**src/rtl/psram_burst_ctrl.sv**
```systemverilog
module psram_burst_ctrl #(
  parameter int ADDR_W        = 22,
  parameter int DATA_W        = 16,
  parameter int BURST_LEN     = 4,
  parameter int LATENCY       = 5,
  parameter int WR_PULSE_CYC  = 3,
  parameter int MAX_BURST_CYC = 125
) (
  input  logic              clk,
  input  logic              rst_n,
  input  logic              req_valid,
  input  logic              req_write,
  input  logic [ADDR_W-1:0] req_addr,
  input  logic [DATA_W-1:0] req_wdata,
  input  logic [1:0]        req_be,
  output logic              ready,
  output logic [DATA_W-1:0] rd_data,
  output logic              rd_valid,
  output logic              rd_done,
  output logic              rd_timeout,
  output logic              mem_clk,
  output logic              mem_adv_n,
  output logic              mem_cs_n,
  output logic              mem_oe_n,
  output logic              mem_we_n,
  output logic              mem_lb_n,
  output logic              mem_ub_n,
  output logic [ADDR_W-1:0] mem_addr,
  output logic [DATA_W-1:0] mem_dq_o,
  output logic              mem_dq_oe,
  input  logic [DATA_W-1:0] mem_dq_i,
  input  logic              mem_wait_n
);

  localparam int CMAX = (MAX_BURST_CYC > WR_PULSE_CYC) ? MAX_BURST_CYC : WR_PULSE_CYC;
  localparam int CW   = $clog2(CMAX + 1);
  localparam int BW   = (BURST_LEN > 1) ? $clog2(BURST_LEN) : 1;

  typedef enum logic [2:0] {
    S_IDLE, S_RD_ADV, S_RD_WAIT, S_RD_END, S_WR_SETUP, S_WR_PULSE, S_WR_HOLD
  } state_t;

  state_t        state;
  logic [CW-1:0] cnt;
  logic [BW-1:0] beat;
  logic          cut;

  wire capture   = (state == S_RD_WAIT) && !mem_cs_n && mem_wait_n && (cnt >= CW'(LATENCY));
  wire last_beat = (beat == BW'(BURST_LEN - 1));
  wire limit_hit = (cnt == CW'(MAX_BURST_CYC - 1));

  assign ready   = (state == S_IDLE);
  assign mem_clk = clk;

  always_ff @(posedge clk or negedge rst_n) begin
    if (!rst_n) begin
      state      <= S_IDLE;
      cnt        <= '0;
      beat       <= '0;
      cut        <= 1'b0;
      rd_data    <= '0;
      rd_valid   <= 1'b0;
      rd_done    <= 1'b0;
      rd_timeout <= 1'b0;
      mem_adv_n  <= 1'b1;
      mem_cs_n   <= 1'b1;
      mem_oe_n   <= 1'b1;
      mem_we_n   <= 1'b1;
      mem_lb_n   <= 1'b1;
      mem_ub_n   <= 1'b1;
      mem_addr   <= '0;
      mem_dq_o   <= '0;
      mem_dq_oe  <= 1'b0;
    end else begin
      rd_valid   <= 1'b0;
      rd_done    <= 1'b0;
      rd_timeout <= 1'b0;
      case (state)
        S_IDLE: if (req_valid) begin
          mem_addr <= req_addr;
          mem_cs_n <= 1'b0;
          cnt      <= '0;
          beat     <= '0;
          if (req_write) begin
            mem_dq_o <= req_wdata;
            mem_lb_n <= ~req_be[0];
            mem_ub_n <= ~req_be[1];
            state    <= S_WR_SETUP;
          end else begin
            mem_adv_n <= 1'b0;
            mem_lb_n  <= 1'b0;
            mem_ub_n  <= 1'b0;
            state     <= S_RD_ADV;
          end
        end
        S_RD_ADV: begin
          mem_adv_n <= 1'b1;
          mem_oe_n  <= 1'b0;
          cnt       <= cnt + 1'b1;
          state     <= S_RD_WAIT;
        end
        S_RD_WAIT: begin
          cnt <= cnt + 1'b1;
          if (capture) begin
            rd_data  <= mem_dq_i;
            rd_valid <= 1'b1;
            beat     <= beat + 1'b1;
          end
          if ((capture && last_beat) || limit_hit) begin
            cut      <= !(capture && last_beat);
            mem_cs_n <= 1'b1;
            mem_oe_n <= 1'b1;
            mem_lb_n <= 1'b1;
            mem_ub_n <= 1'b1;
            state    <= S_RD_END;
          end
        end
        S_RD_END: begin
          rd_done    <= 1'b1;
          rd_timeout <= cut;
          cut        <= 1'b0;
          state      <= S_IDLE;
        end
        S_WR_SETUP: begin
          mem_we_n  <= 1'b0;
          mem_dq_oe <= 1'b1;
          cnt       <= '0;
          state     <= S_WR_PULSE;
        end
        S_WR_PULSE: begin
          cnt <= cnt + 1'b1;
          if (cnt == CW'(WR_PULSE_CYC - 1)) begin
            mem_we_n <= 1'b1;
            state    <= S_WR_HOLD;
          end
        end
        S_WR_HOLD: begin
          mem_cs_n  <= 1'b1;
          mem_lb_n  <= 1'b1;
          mem_ub_n  <= 1'b1;
          mem_dq_oe <= 1'b0;
          state     <= S_IDLE;
        end
        default: state <= S_IDLE;
      endcase
    end
  end

endmodule

```
**config.mk**
```make
export PLATFORM = sky130hd
export DESIGN_NAME = psram_burst_ctrl
export DESIGN_NICKNAME = d
export VERILOG_FILES = /design/src/rtl/psram_burst_ctrl.sv
export SDC_FILE = /design/constraint.sdc
export NUM_CORES = 1
export LEC_CHECK = 0
export BUFFER_PORTS_ARGS = -buffer_cell sky130_fd_sc_hd__buf_2
export CAP_MARGIN = 20
export CORE_MARGIN = 2
export CORE_UTILIZATION = 53
export DETAILED_ROUTE_END_ITERATION = 12
export GPL_TIMING_DRIVEN = 0
export PLACE_DENSITY = 0.83
export SYNTH_ARGS = -nofsm -noshare
export SYNTH_HDL_FRONTEND = slang
export SYNTH_SLANG_ARGS = --single-unit
```
**constraint.sdc**
```tcl
create_clock -name clk -period 2.56 [get_ports clk]
set_input_delay 0.384 -clock clk [delete_from_list [all_inputs] [get_ports clk]]
set_output_delay 0.384 -clock clk [all_outputs]
set_load 0.01 [all_outputs]
```
==> metrics.md, run 1 <==
| Metric | Value |
|---|---|
| Area of the multi-input gates | 0.001303 sq mm |
| Async SR Flop Fraction | 1.000 |
| CTS tree | yes |
| Nets | just under 500 |
| Required @ worst endpoint | approximately 2.2 ns |
| Seq/Total Area, Yosys | 0.5779 |
| CP startpoint kind | clock port |
| Commonest non-fill, non-tap cell in the layout | buf_2 |
| I/O pin count | around 130 |
| FP Rows | 28 |
| Die Span Y | ~83 microns |
| Slew headroom | 0.3953 |
| Leakage power | between 2 and 2.5 nW |
| Logic pwr share | 0.388 |
| CP Capture Type | output pin |
| GRT Total Usage | 0.2321 |
| Hold WS | around 0.12 ns |
| Initial antenna violation count | 0 |
| CORE AREA | between 0.006 and 0.007 sq mm |
| Via count | between 2k and 3k |
| Largest net degree at the start of global routing | 69 |
| Fin area | about 0.0044 sq mm |
| Ratio of cells with drive above 1 in the final layout | 0.4592 |
| Number of synthesized flops with an enable pin | 0 |
| Max_cap viols | 0 |
| Reg2reg end | cnt[5]$_DFFE_PN0P_ |
| Maximum VDD drop | between 0.0008 and 0.0009 V |
| Total power | 0.005274 W |
| Worst-path fanout max | 2 |
| Post-synth cell types | just over 40 |
| DR pass1 iterations | 5 |
| Endpoints failing hold | 0 |
| Worst Hold Path Cells | 3 |
| Syn Nets | around 350 |
| PD cells | between 1000 and 1500 mW/mm^2 |
| Commonest cells after routing, fill and taps aside | buf_2 (129), nand2_1 (75), dfrtp_1 (71) |
| Routed len/inst | around 15 microns |
| Yosys warns | 0 |
| Least-Margin Pin Slew | between 0.8 and 0.9 ns |
| Synthesized area | between 0.003 and 0.004 sq mm |
| Cell Int Power | 0.003408 W |
| Clock latency on the worst-skew pair | approximately 0.45 ns |
| DIE AREA | between 0.006 and 0.007 sq mm |
| Final GP Congestion | ~0.85 |
| Fill count | around 430 |
| Reg area | between 0.0015 and 0.002 sq mm |
| Clock Skews | a little under 0.009 ns |
| Hold Startpoint | req_addr[10] |
| Sequential power share | 0.393 |
| #FFs+latches synth | 77 |
| Switch share | 0.3538 |
| Main flop type after synthesis | dfrtp_1 |
| TNS Setup | 0 ns |
| Vias in the first global route | 2649 |
| Switching pwr | roughly 0.0019 W |
| Outcome | finished clean |
| Worst Reg2Reg Path Length in Cells | 4 |
| Worst Hold End | mem_addr[10]$_DFFE_PN0P_ |
| Worst EP arrival | between 1.5 and 2 ns |
| Reg-to-Reg Start | state[0]$_DFFE_PN0P_ |
| Via density per instance | around 5.2 |
| First-pass GRT wire length | around 13 mm |
| Clk pwr share | 0.219 |
| Max-slew violation count | 0 |
| Cell count after synthesis | 283 |
| HPWL Detailed | between 5 and 6 mm |
| Setup repair after global routing missed its margin | no |
| Initial Utilization | 0.5554 |
| Reg clk slew, reported paths | roughly 0.08 ns |
| R2R Setup Slk | between 0.7 and 0.8 ns |
| DRC viols | 0 |
| Overflow after GRT | 0 |
| Diode count | 0 |
| WL final | roughly 7.7 mm |
| HP Class | in -> reg |
| Dpl cell area | slightly above 0.004 sq mm |
| Setup CP Type | clk -> out |
| Initial drt markers | about 140 |
| Mapped Avg Cell Area | roughly 12 sq um |
| Width of the die | approximately 83 microns |
| Port bufs | between 100 and 150 |
| Layout area overhead | 30.47% |
| Setup Viol. Count Final | 0 |
| Antenna-violating nets left | 0 |
-- layout make-up --
cell class                      instances  share of cell area
Tap cell                               75             0.02149
Clock inverter                          4             0.01662
Clock buffer                           15             0.04298
Sequential cell                        77              0.4430
Inverter                               10            0.008596
Timing Repair Buffer                  127              0.1524
Buffer                                 11             0.01662
Multi-Input combinational cell        185              0.2983
-- timing repair --
action | CTS | global route
gates resized for setup | 0 | 0
hold endpoints to repair | 9 | 0
hold buffers | 1 | 0
buffers inserted | 0 | 0
-- stage by stage --
step,utilization,std cells,setup slack (ns)
after floorplan,-,283,0.7769
after global placement,0.6757,484,0.6619
after detailed placement,0.6806,485,0.6696
after CTS,0.7247,504,0.4192
after global routing,0.7247,504,0.4053
final,0.7247,504,0.4233
-- power by group through the flow --
stage | logic (W) | clock network [W] | registers (W)
final | 0.00205 | 0.00116 | 0.00207
after global routing | 0.00224 | 0.00126 | 0.00214
after CTS | 0.00206 | 0.00118 | 0.00207
after detailed placement | 0.00204 | 0.0000446 | 0.00209
after global placement | 0.00198 | 0.0000446 | 0.00205
after floorplan | 0.00106 | 0.0000322 | 0.00228
-- worst max path at each step --
stage | from | to | slack [ns] | depth (start not counted)
6_report | clk | mem_clk | 0.42 | 4
2_1_floorplan | clk | mem_clk | 0.78 | 1
4_1_cts | clk | mem_clk | 0.42 | 4
3_5_place_dp | clk | mem_clk | 0.67 | 2
3_3_place_gp | rst_n | cnt[2]$_DFFE_PN0P_ | 0.66 | 1
5_1_grt | clk | mem_clk | 0.41 | 4
-- Yosys cell counts, types with 2 or more instances --
cell type / n / share of area
nand2_1: 75 / 0.084
dfrtp_1: 71 / 0.53
mux2_4: 26 / 0.12
inv_1: 10 / 0.011
nor2_1: 10 / 0.011
nor3_1: 8 / 0.012
o21ai_0: 7 / 0.010
dfstp_2: 6 / 0.047
mux2_2: 6 / 0.020
a21oi_1: 5 / 0.0075
ha_1: 5 / 0.019
xnor2_1: 5 / 0.013
a31oi_1: 4 / 0.0075
buf_2: 4 / 0.0060
buf_6: 3 / 0.010
clkbuf_1: 3 / 0.0034
nand3_1: 3 / 0.0045
nor4_1: 3 / 0.0056
mux2i_1: 2 / 0.0060
nand3b_1: 2 / 0.0045
nor2b_1: 2 / 0.0037
nor3_4: 2 / 0.0097
o22ai_1: 2 / 0.0037
o31ai_1: 2 / 0.0045
-- routing by layer --
metal,vias up,part of all wire,global-route usage
met1,1280,0.40,0.2787
met4,0,0.023,0.1085
met3,16,0.064,0.06627
li1,1232,-,-
met5,-,0,0
met2,106,0.51,0.3878
-- state kept, by name (all words and copies together) (netlist names), 2 cells and up --
register / cells
beat: 2
cnt: 7
mem_addr: 22
mem_dq_o: 16
rd_data: 16
state: 3
-- worst max-delay path, cell delays in order --
cell      delay, ns
clkbuf_8       0.11
clkbuf_8       0.12
buf_4          0.12
buf_2          0.13
-- cell families after synthesis --
family	synth area share
compound gates	0.05795
xor+xnor	0.01308
fa+ha+maj	0.01869
buf+inv	0.03290
flops	0.5779
mux	0.1428
simple gates	0.1566
(Power assumes the default switching activity.)
==> run 2: changes to the inputs <==
ABC_AREA = 1   (was default)
CORE_UTILIZATION = 48   (was 53)
PLACE_DENSITY = 0.77   (was 0.83)
clock period = 2.2 ns   (was 2.56 ns; I/O delays follow)
==> run 2 against run 1 <==
Effect of this change: critical path depth did not move; combinational power rose by 2%; setup slack got worse by 0.12 ns; first-iteration DRC count fell by 9.9%; clock power rose by 6%; area after synthesis fell by 2.1%; flip-flop and latch count did not move; sequential share of layout area rose by 0.85 points.
==> metrics.md, run 2 <==
| Metric | Value |
|---|---|
| Ratio of cells with drive above 1 in the final layout | 0.3308 |
| Routed len/inst | ~12 microns |
| DIE AREA | around 0.0075 sq mm |
| WL final | between 7 and 8 mm |
| Regs by FF count | mem_addr: 22 flops, mem_dq_o: 16 flops, rd_data: 16 flops |
| Worst-path fanout max | 2 |
| Vias in the first global route | 2667 |
| Number of synthesized flops with an enable pin | 0 |
| Fraction of the mapped netlist area in compound gates | 0.03435 |
| Post-synth top area share | 0.5420 |
| Initial drt markers | 127 |
| Required @ worst endpoint | between 1.5 and 2 ns |
| Final GP Congestion | 0.8512 |
| Leakage power | between 2 and 3 nW |
| Most numerous cell in the Yosys netlist | nand2_1 |
| Largest Register | mem_addr |
| Setup repair after global routing missed its margin | no |
| Maximum VDD drop | between 0.0005 and 0.0006 V |
| Die Span Y | between 80 and 90 microns |
| Core Util, Final | 0.6376 |
| Synthesized area | between 0.003 and 0.004 sq mm |
| Commonest non-fill, non-tap cell in the layout | nand2_1 |
| Worst EP arrival | roughly 1.6 ns |
| Hold Startpoint | mem_dq_i[3] |
| Diode count | 0 |
| Cell count after synthesis | between 300 and 400 |
| Seq/Total Area, Yosys | 0.5901 |
| Via density per instance | roughly 4.8 |
| Worst Reg2Reg Path Length in Cells | 11 |
| FP Rows | 30 |
| First-pass GRT wire length | about 12 mm |
| Async SR Flop Fraction | 1.000 |
| Largest net degree at the start of global routing | between 50 and 60 |
| Setup Viol. Count Final | 0 |
| Via count | between 2k and 3k |
| DR pass1 iterations | 4 |
| CORE AREA | 0.006719 sq mm |
| PD cells | about 1300 mW/mm^2 |
| Total power | roughly 0.0057 W |
| CP Cell Sequence | clkbuf_8 > clkbuf_8 > buf_4 > buf_2 |
| I/O pin count | 127 |
| Width of the die | between 80 and 90 microns |
| Syn Nets | 442 |
| Simple-gate area share of the yosys netlist | 0.2908 |
| HP Class | in -> reg |
| Mapped Avg Cell Area | slightly below 9 sq um |
| Max-slew violation count | 0 |
| Synth top area cells | dfrtp_1 (54%), nand2_1 (22%), dfstp_2 (4.8%) |
| CP startpoint kind | clock port |
| Antenna-violating nets left | 0 |
| HPWL Detailed | between 5 and 6 mm |
| GRT Total Usage | 0.2086 |
| Slowest cell on crit path | buf_2 |
| Post-Synth Adder-Cell Area | 0.01908 |
| CTS tree | yes |
| Port bufs | 126 |
| CP max stage delay | about 0.13 ns |
| Yosys warns | 0 |
| R2R Setup Slk | roughly 0.59 ns |
| Reg2reg end | beat[0]$_DFFE_PN0P_ |
| Least-Margin Pin Slew | between 0.4 and 0.5 ns |
| Outcome | finished clean |
| Layout area overhead | 30.69% |
| Clock latency on the worst-skew pair | around 0.45 ns |
| Worst Hold Path Cells | 3 |
| CP top delay family | buffers and inverters |
| Max reg flops | 22 |
| Crit path buffers/inverters | 4 |
| Setup CP Type | clk -> out |
| Worst Hold End | rd_data[3]$_DFFE_PN0P_ |
| Commonest cells after routing, fill and taps aside | nand2_1 (188), buf_2 (131), dfrtp_1 (71) |
| Reg-to-Reg Start | cnt[1]$_DFFE_PN0P_ |
| Main flop type after synthesis | dfrtp_1 |
| Fill count | 560 |
| Setup Buffers After CTS | 0 |
| DRC viols | 0 |
| Endpoints failing hold | 0 |
| Post-synthesis mux area share | 0 |
| Nets | just under 600 |
| Post-synth cell types | 26 |
| Reg clk slew, reported paths | ~0.08 ns |
| Slew headroom | 0.6814 |
| TNS Setup | 0 ns |
| #FFs+latches synth | 77 |
| Max_cap viols | 0 |
| Largest family of logic cells by synthesized area | simple AND/OR/NAND/NOR gates |
| Overflow after GRT | 0 |
| Initial Utilization | 0.4879 |
| Initial antenna violation count | 0 |
| Clock Skews | about 0.014 ns |
| Most instantiated cells after synthesis | nand2_1 (188), dfrtp_1 (71), nand3_1 (25) |
| Crit-path most repeated cell | clkbuf_8 |
| XOR/XNOR Fraction of Synth Area | 0.01336 |
| CP Capture Type | output pin |
| Synth area leader | dfrtp_1 |
run 2: changes by cell type in the layout (fill, tap and decap cells not counted), sizes merged, moves of 4 or more:
cell / before / now
a31oi: 4 / 0
inv: 10 / 24
mux2: 32 / 0
nand2: 76 / 191
nand3: 3 / 26
nor3: 10 / 3
nor4: 4 / 0
o21ai: 7 / 15
xnor2: 5 / 1
xor2: 0 / 4
run 2: final cells by class:
| type | instances | area, sq um | area share |
|---|---|---|---|
| buffer | 12 | 78.83 | 0.01840 |
| clock buffer | 16 | 191.4 | 0.04468 |
| clock inverter | 4 | 48.80 | 0.01139 |
| inverter | 24 | 92.59 | 0.02161 |
| multi-input combinational | 263 | 1172 | 0.2737 |
| sequential | 77 | 1934 | 0.4515 |
| tap | 80 | 100.1 | 0.02336 |
| timing repair buffer | 127 | 665.6 | 0.1554 |
run 2: where the power goes:
group	internal [W]	switching [W]	leakage (nW)
clock	0.000704	0.000528	0.131
sequential	0.00200	0.000338	0.985
combinational	0.000821	0.00128	1.41
total	0.00352	0.00215	2.53
run 2: metrics by stage:
step	hold slack, ns	instances	cell area, sq um	setup slack [ns]
after global placement	0.4485	582	4009	0.3209
after floorplan	0.03441	376	3278	0.6509
after global routing	0.05499	603	4284	0.2864
after detailed placement	0.2574	583	4039	0.5436
after CTS	0.05461	603	4284	0.3018
final	0.07129	603	4284	0.3063
run 2: worst max-delay path by stage:
stage                     cells past startpoint   from                 end  slack (ns)
final                                         4    clk             mem_clk        0.31
after global routing                          4    clk             mem_clk        0.29
after CTS                                     4    clk             mem_clk        0.30
after detailed placement                      2    clk             mem_clk        0.54
after global placement                        1  rst_n  cnt[1]$_DFFE_PN0P_        0.32
after floorplan                               1    clk             mem_clk        0.65
run 2: worst min-delay path, delay by kind of cell:
kind | cells | cell delay [ns]
AND/OR/NAND/NOR | 2 | 0.08
buffers and inverters | 1 | 0.07
run 2: logic make-up (layout without fill, tap and decap cells):
group,Yosys count,after routing
adders and majority gates,5,5
buffers and inverters,36,183
DFF,77,77
AOI/OAI and AO/OA,21,21
and+or+nand+nor,232,232
xor gates and xnor gates,5,5
run 2: per-layer routing:
layer / part of all wire / GRT usage / routed length, microns / vias up
met5: 0 / 0 / 0 / -
met4: 0.012 / 0.07813 / 92 / 0
met3: 0.076 / 0.06857 / 572 / 9
met2: 0.48 / 0.3399 / 3610 / 103
met1: 0.43 / 0.2594 / 3258 / 1350
li1: - / - / - / 1449
run 2: repair_timing:
item | in CTS | in global routing
hold buffers | 1 | 0
gates resized for setup | 0 | 0
hold endpoints to repair | 22 | 0
